===== config.mk =====
export PLATFORM = sky130hd
export DESIGN_NAME = lmw_router
export DESIGN_NICKNAME = d
export VERILOG_FILES = /design/src/rtl/lmw_pkg.sv /design/src/rtl/lmw_attr_file.sv /design/src/rtl/lmw_hole_regs.sv /design/src/rtl/lmw_classify.sv /design/src/rtl/lmw_router.sv
export SDC_FILE = /design/constraint.sdc
export NUM_CORES = 1
export LEC_CHECK = 0
export ABC_AREA = 1
export BUFFER_PORTS_ARGS = -buffer_cell sky130_fd_sc_hd__buf_4
export CAP_MARGIN = 20
export CORE_ASPECT_RATIO = 2
export CORE_MARGIN = 1
export CORE_UTILIZATION = 23
export DETAILED_ROUTE_END_ITERATION = 10
export MAX_ROUTING_LAYER = met4
export SYNTH_ARGS = -nofsm -noshare
export SYNTH_HDL_FRONTEND = slang
export SYNTH_SLANG_ARGS = --single-unit

===== constraint.sdc =====
create_clock -name clk -period 3.1 [get_ports clk]
set_input_delay 0.155 -clock clk [delete_from_list [all_inputs] [get_ports clk]]
set_output_delay 0.155 -clock clk [all_outputs]
set_load 0.05 [all_outputs]

===== src/rtl/lmw_pkg.sv =====
package lmw_pkg;
  typedef enum logic {
    ROUTE_MEM = 1'b0,
    ROUTE_IO  = 1'b1
  } route_t;
endpackage


===== src/rtl/lmw_attr_file.sv =====
module lmw_attr_file #(
  parameter int SEG_COUNT = 32,
  parameter int CFG_AW    = 6,
  localparam int SEG_IW   = $clog2(SEG_COUNT)
) (
  input  logic              clk,
  input  logic              rst,
  input  logic              wr_en,
  input  logic [CFG_AW-1:0] wr_sel,
  input  logic [1:0]        wr_attr,
  input  logic [SEG_IW-1:0] rd_idx,
  output logic [1:0]        rd_attr
);
  logic [1:0] attr_q [SEG_COUNT];
  logic       hit;

  assign hit = wr_en && (wr_sel < CFG_AW'(SEG_COUNT));

  always_ff @(posedge clk) begin
    if (rst) begin
      for (int i = 0; i < SEG_COUNT; i++) attr_q[i] <= 2'b00;
    end else if (hit) begin
      attr_q[wr_sel[SEG_IW-1:0]] <= wr_attr;
    end
  end

  assign rd_attr = attr_q[rd_idx];
endmodule


===== src/rtl/lmw_hole_regs.sv =====
module lmw_hole_regs #(
  parameter int SEG_COUNT = 32,
  parameter int CFG_AW    = 6,
  parameter int MBW       = 4
) (
  input  logic              clk,
  input  logic              rst,
  input  logic              wr_en,
  input  logic [CFG_AW-1:0] wr_sel,
  input  logic [MBW-1:0]    wr_data,
  output logic              hole_en,
  output logic [MBW-1:0]    hole_base,
  output logic [MBW-1:0]    hole_limit
);
  localparam logic [CFG_AW-1:0] SEL_BASE  = CFG_AW'(SEG_COUNT);
  localparam logic [CFG_AW-1:0] SEL_LIMIT = CFG_AW'(SEG_COUNT + 1);
  localparam logic [CFG_AW-1:0] SEL_EN    = CFG_AW'(SEG_COUNT + 2);

  always_ff @(posedge clk) begin
    if (rst) begin
      hole_en    <= 1'b0;
      hole_base  <= '0;
      hole_limit <= '0;
    end else if (wr_en) begin
      if (wr_sel == SEL_BASE)  hole_base  <= wr_data;
      if (wr_sel == SEL_LIMIT) hole_limit <= wr_data;
      if (wr_sel == SEL_EN)    hole_en    <= wr_data[0];
    end
  end
endmodule


===== src/rtl/lmw_classify.sv =====
module lmw_classify
  import lmw_pkg::*;
#(
  parameter int ADDR_W      = 32,
  parameter int MB_SHIFT    = 20,
  parameter int HOLE_TOP_MB = 16,
  parameter int MBW         = 4,
  parameter logic [ADDR_W-1:0] SHADOW_LO = 32'h0008_0000,
  parameter logic [ADDR_W-1:0] SHADOW_HI = 32'h0010_0000
) (
  input  logic [ADDR_W-1:0] addr,
  input  logic              we,
  input  logic [1:0]        seg_attr,
  input  logic              hole_en,
  input  logic [MBW-1:0]    hole_base,
  input  logic [MBW-1:0]    hole_limit,
  output route_t            route,
  output logic              cache
);
  localparam int MBN = ADDR_W - MB_SHIFT;

  logic [MBN-1:0] mb;
  logic           in_shadow, in_legacy, in_hole, seg_bit;

  assign mb        = addr[ADDR_W-1:MB_SHIFT];
  assign in_shadow = (addr >= SHADOW_LO) && (addr < SHADOW_HI);
  assign in_legacy = (mb >= MBN'(1)) && (mb < MBN'(HOLE_TOP_MB));
  assign in_hole   = hole_en && in_legacy &&
                     (mb >= MBN'(hole_base)) && (mb <= MBN'(hole_limit));
  assign seg_bit   = we ? seg_attr[1] : seg_attr[0];

  always_comb begin
    route = ROUTE_MEM;
    cache = 1'b1;
    if (in_shadow) begin
      route = seg_bit ? ROUTE_MEM : ROUTE_IO;
      cache = seg_bit;
    end else if (in_hole) begin
      route = ROUTE_IO;
      cache = 1'b0;
    end
  end
endmodule


===== src/rtl/lmw_router.sv =====
module lmw_router
  import lmw_pkg::*;
#(
  parameter int ADDR_W      = 32,
  parameter int SEG_COUNT   = 32,
  parameter int SEG_SHIFT   = 14,
  parameter int MB_SHIFT    = 20,
  parameter int HOLE_TOP_MB = 16
) (
  input  logic                                 clk,
  input  logic                                 rst,
  input  logic                                 req_valid,
  input  logic [ADDR_W-1:0]                    req_addr,
  input  logic                                 req_we,
  input  logic                                 cfg_we,
  input  logic [$clog2(SEG_COUNT+3)-1:0]       cfg_addr,
  input  logic [$clog2(HOLE_TOP_MB)-1:0]       cfg_wdata,
  output logic                                 out_valid,
  output logic                                 out_route,
  output logic                                 out_cache
);
  localparam int SEG_IW = $clog2(SEG_COUNT);
  localparam int CFG_AW = $clog2(SEG_COUNT + 3);
  localparam int MBW    = $clog2(HOLE_TOP_MB);
  localparam logic [ADDR_W-1:0] SHADOW_HI = ADDR_W'(1) << MB_SHIFT;
  localparam logic [ADDR_W-1:0] SHADOW_LO = SHADOW_HI - (ADDR_W'(SEG_COUNT) << SEG_SHIFT);
  localparam logic [ADDR_W-1:0] LEGACY_TOP = ADDR_W'(HOLE_TOP_MB) << MB_SHIFT;

  logic [SEG_IW-1:0] seg_idx;
  logic [1:0]        seg_attr;
  logic              hole_en;
  logic [MBW-1:0]    hole_base, hole_limit;
  route_t            route_d;
  logic              cache_d;

  assign seg_idx = req_addr[SEG_SHIFT +: SEG_IW];

  lmw_attr_file #(.SEG_COUNT(SEG_COUNT), .CFG_AW(CFG_AW)) attr_i (
    .clk(clk), .rst(rst), .wr_en(cfg_we), .wr_sel(cfg_addr),
    .wr_attr(cfg_wdata[1:0]), .rd_idx(seg_idx), .rd_attr(seg_attr)
  );

  lmw_hole_regs #(.SEG_COUNT(SEG_COUNT), .CFG_AW(CFG_AW), .MBW(MBW)) hole_i (
    .clk(clk), .rst(rst), .wr_en(cfg_we), .wr_sel(cfg_addr),
    .wr_data(cfg_wdata), .hole_en(hole_en), .hole_base(hole_base),
    .hole_limit(hole_limit)
  );

  lmw_classify #(
    .ADDR_W(ADDR_W), .MB_SHIFT(MB_SHIFT), .HOLE_TOP_MB(HOLE_TOP_MB),
    .MBW(MBW), .SHADOW_LO(SHADOW_LO), .SHADOW_HI(SHADOW_HI)
  ) cls_i (
    .addr(req_addr), .we(req_we), .seg_attr(seg_attr), .hole_en(hole_en),
    .hole_base(hole_base), .hole_limit(hole_limit),
    .route(route_d), .cache(cache_d)
  );

  always_ff @(posedge clk) begin
    if (rst) begin
      out_valid <= 1'b0;
      out_route <= 1'b0;
      out_cache <= 1'b0;
    end else begin
      out_valid <= req_valid;
      out_route <= req_valid ? (route_d == ROUTE_IO) : 1'b0;
      out_cache <= req_valid ? cache_d : 1'b0;
    end
  end

  // one decision per strobe, none without
  p_valid_follows_r2: assert property (@(posedge clk) disable iff (rst)
    req_valid |=> out_valid);
  p_no_spurious_r2: assert property (@(posedge clk) disable iff (rst)
    !req_valid |=> !out_valid);
  // low area is always cached memory
  p_low_mem_r3: assert property (@(posedge clk) disable iff (rst)
    (req_valid && req_addr < SHADOW_LO) |=> (out_valid && !out_route && out_cache));
  // above the legacy ceiling is always cached memory
  p_high_mem_r4: assert property (@(posedge clk) disable iff (rst)
    (req_valid && req_addr >= LEGACY_TOP) |=> (!out_route && out_cache));
  // disabled hole never diverts the legacy range
  p_hole_off_r6: assert property (@(posedge clk) disable iff (rst)
    (req_valid && !hole_en && req_addr >= SHADOW_HI && req_addr < LEGACY_TOP)
    |=> (!out_route && out_cache));
endmodule


==> impl_metrics.env <==
export IMPL_port_buffers=35
export IMPL_relSlewSlack_pct=38.7
export IMPL_drive_above_1_share_pct=11.9
export IMPL_holdBufCountCts=0
export IMPL_setup_violations=0
export IMPL_worst_path_most_repeated_cell="nand2_1"
export IMPL_diodes=0
export IMPL_fin_setup_tns_ns=0
export IMPL_start_util_pct=23.3
export IMPL_postRouteAntennaNets=0
export IMPL_post_cts_buffers=0
export IMPL_skew_ns=0.00733
export IMPL_routabilityCongestion=0.719
export IMPL_avgViaCountPerCell=4.45
export IMPL_cts_tree="yes"
export IMPL_slew_violations=0
export IMPL_rsz0062_at_grt="false"
export IMPL_path_max_fanout=8
export IMPL_min_path_type="input pin to flop"
export IMPL_path_clk_slew_ns=0.05
export IMPL_fin_crit_ns=1.53
export IMPL_num_nets_final=544
export IMPL_grtUsageTotal_pct=12.5
export IMPL_fmax_mhz=652
export IMPL_tightest_slew_ns=0.915
export IMPL_worstSkewPairLatency_ns=0.33
export IMPL_overflow=0
export IMPL_yosysTopAreaCell="edfxtp_1"
export IMPL_area_growth_synth_to_final_pct=17.3
export IMPL_drt_iter0_drc=94
export IMPL_ys_ff_latch=76
export IMPL_cap_violations=0
export IMPL_io_pins=50
export IMPL_critPathSlowestCell="nor2_1"
export IMPL_synthesis_nets=516
export IMPL_power_mw=2.32
export IMPL_firstDrtPassIters=5
export IMPL_die_h_um=186
export IMPL_hold_viol=0
export IMPL_ys_types=26
export IMPL_wl_per_cell_um=13.9
export IMPL_synth_top_area_share_pct=49.4
export IMPL_synthCells=461
export IMPL_dieArea_um2=17500
export IMPL_std_cell_rows=67
export IMPL_critPathCaptureType="flop"
export IMPL_critPathArrivalTime_ns=1.57
export IMPL_fin_crit_sh_pct=49.5
export IMPL_ys_seq_area_share_pct=55.5
export IMPL_core_area_um2=16700
export IMPL_dpl_hpwl_mm=7.11
export IMPL_cp_cell_sequence="buf_4, nor2_1, nand2_1, nor2_1, nand2_1, nand2_1"
export IMPL_cp_start_kind="input pin"
export IMPL_critPathKind="input pin to flop"
export IMPL_p_leak_nw=1.85
export IMPL_slowest_delay_ns=0.71
export IMPL_drc=0
export IMPL_synth_area_leaders="edfxtp_1, nand2_1, nand3_1, nor2_1, dfxtp_1"
export IMPL_cts_resized=0
export IMPL_worst_ep_required_time_ns=3.14
export IMPL_netlist_area_um2=3890
export IMPL_powerDensity_nw_per_um2=509
export IMPL_h_tree_depth=3
export IMPL_cts_buffers=9
export IMPL_final_common_cell="nand2_1"
export IMPL_synth_area_per_cell_um2=8.45
export IMPL_cp_num_buf_inv=1
export IMPL_die_w_um=94.0
export IMPL_vdd_drop_max_v=0.000323
export IMPL_crit_family="simple AND/OR/NAND/NOR gates"
export IMPL_clockBufferDepth=2
export IMPL_antenna_found_initial=0
export IMPL_vias=3122
export IMPL_routed_wl_mm=9.74
export IMPL_ys_warnings_count=0
export IMPL_clock_sinks=76
export IMPL_layout_common_cells="nand2_1, nor2_1, edfxtp_1, nand3_1, buf_4"
export IMPL_status="completed"
export IMPL_grt_pass1_vias=3107
export IMPL_grt_max_degree=36
export IMPL_grt_pass1_wl_mm=15.5
export IMPL_clockRootBuffer="clkbuf_16"
-- cell usage after synthesis, drive strengths merged --
cell type  instances
ha                 8
nand3             61
dfxtp             12
edfxtp            64
o21a               1
inv               30
nor2              82
nand2            146
clkinv             2
o21ai             12
buf               14
a21oi             12
nor4               2
a21boi             1
nor3               7
clkbuf             7
-- where the power goes --
part | internal [mW] | leakage, nW | switching (mW)
clock network | 0.559 | 0.131 | 0.377
logic | 0.0761 | 1.01 | 0.149
registers | 1.15 | 0.705 | 0.0118
-- logic make-up after synthesis --
kind of cell,Yosys count,share of synthesized area [%]
buffers and inverters,53,6.65
and+or+nand+nor,298,31.7
DFF,76,55.5
AOI/OAI and AO/OA,26,3.57
adders and majority gates,8,2.57
-- layout make-up --
| class | count | area [um^2] |
|---|---|---|
| sequential | 76 | 2160 |
| timing repair buffer | 38 | 285 |
| clock buffer | 13 | 250 |
| clock inverter | 3 | 13.8 |
| inverter | 32 | 125 |
| tap | 207 | 259 |
| multi-input combinational | 332 | 1470 |
| fill | 1768 | 12100 |
-- worst paths after layout --
check                      startpoint                    to  slack, ns  depth (start not counted)
setup reg to reg  hole_i.hole_base[1]             out_cache       1.61                          9
setup / recovery                  rst  attr_i.attr_q[29][0]       1.57                          6
hold / removal           cfg_wdata[2]   hole_i.hole_base[2]       0.11                          3
hold reg to reg   hole_i.hole_base[3]   hole_i.hole_base[3]       0.46                          2
-- stage by stage --
stage	hold WS, ns	instance area [um^2]	setup WS [ns]	utilization [%]	instances
after global routing	0.134	4570	1.43	27.4	701
final	0.115	4570	1.57	27.4	701
after detailed placement	0.450	4300	1.21	25.8	685
after floorplan	0.319	3890	1.78	-	461
after CTS	0.109	4570	1.55	27.4	701
after global placement	0.444	4300	1.24	25.8	685
-- sequential cells by signal, indices dropped and copies added (netlist names) --
signal and cells:
attr_i.attr_q 64, out_route 1, hole_i.hole_en 1, out_cache 1, out_valid 1, hole_i.hole_limit 4, hole_i.hole_base 4
-- layer usage --
metal,vias to the layer above,track usage (%),routed length [um]
met5,-,-,0
met4,0,7.88,433
met3,21,1.80,227
met2,67,24.4,5730
met1,1458,10.8,3350
li1,1576,-,-
-- worst register-to-register path, cell delays in order (launching register included) --
cell and delay (ns):
dfxtp_1 0.32, inv_1 0.06, ha_1 0.26, a21boi_0 0.22
o21a_1 0.15, o21ai_0 0.07, nand2_1 0.07, nand3_1 0.10
nand2_1 0.10, nor2_2 0.03
Power figures use the tool's default switching activity.
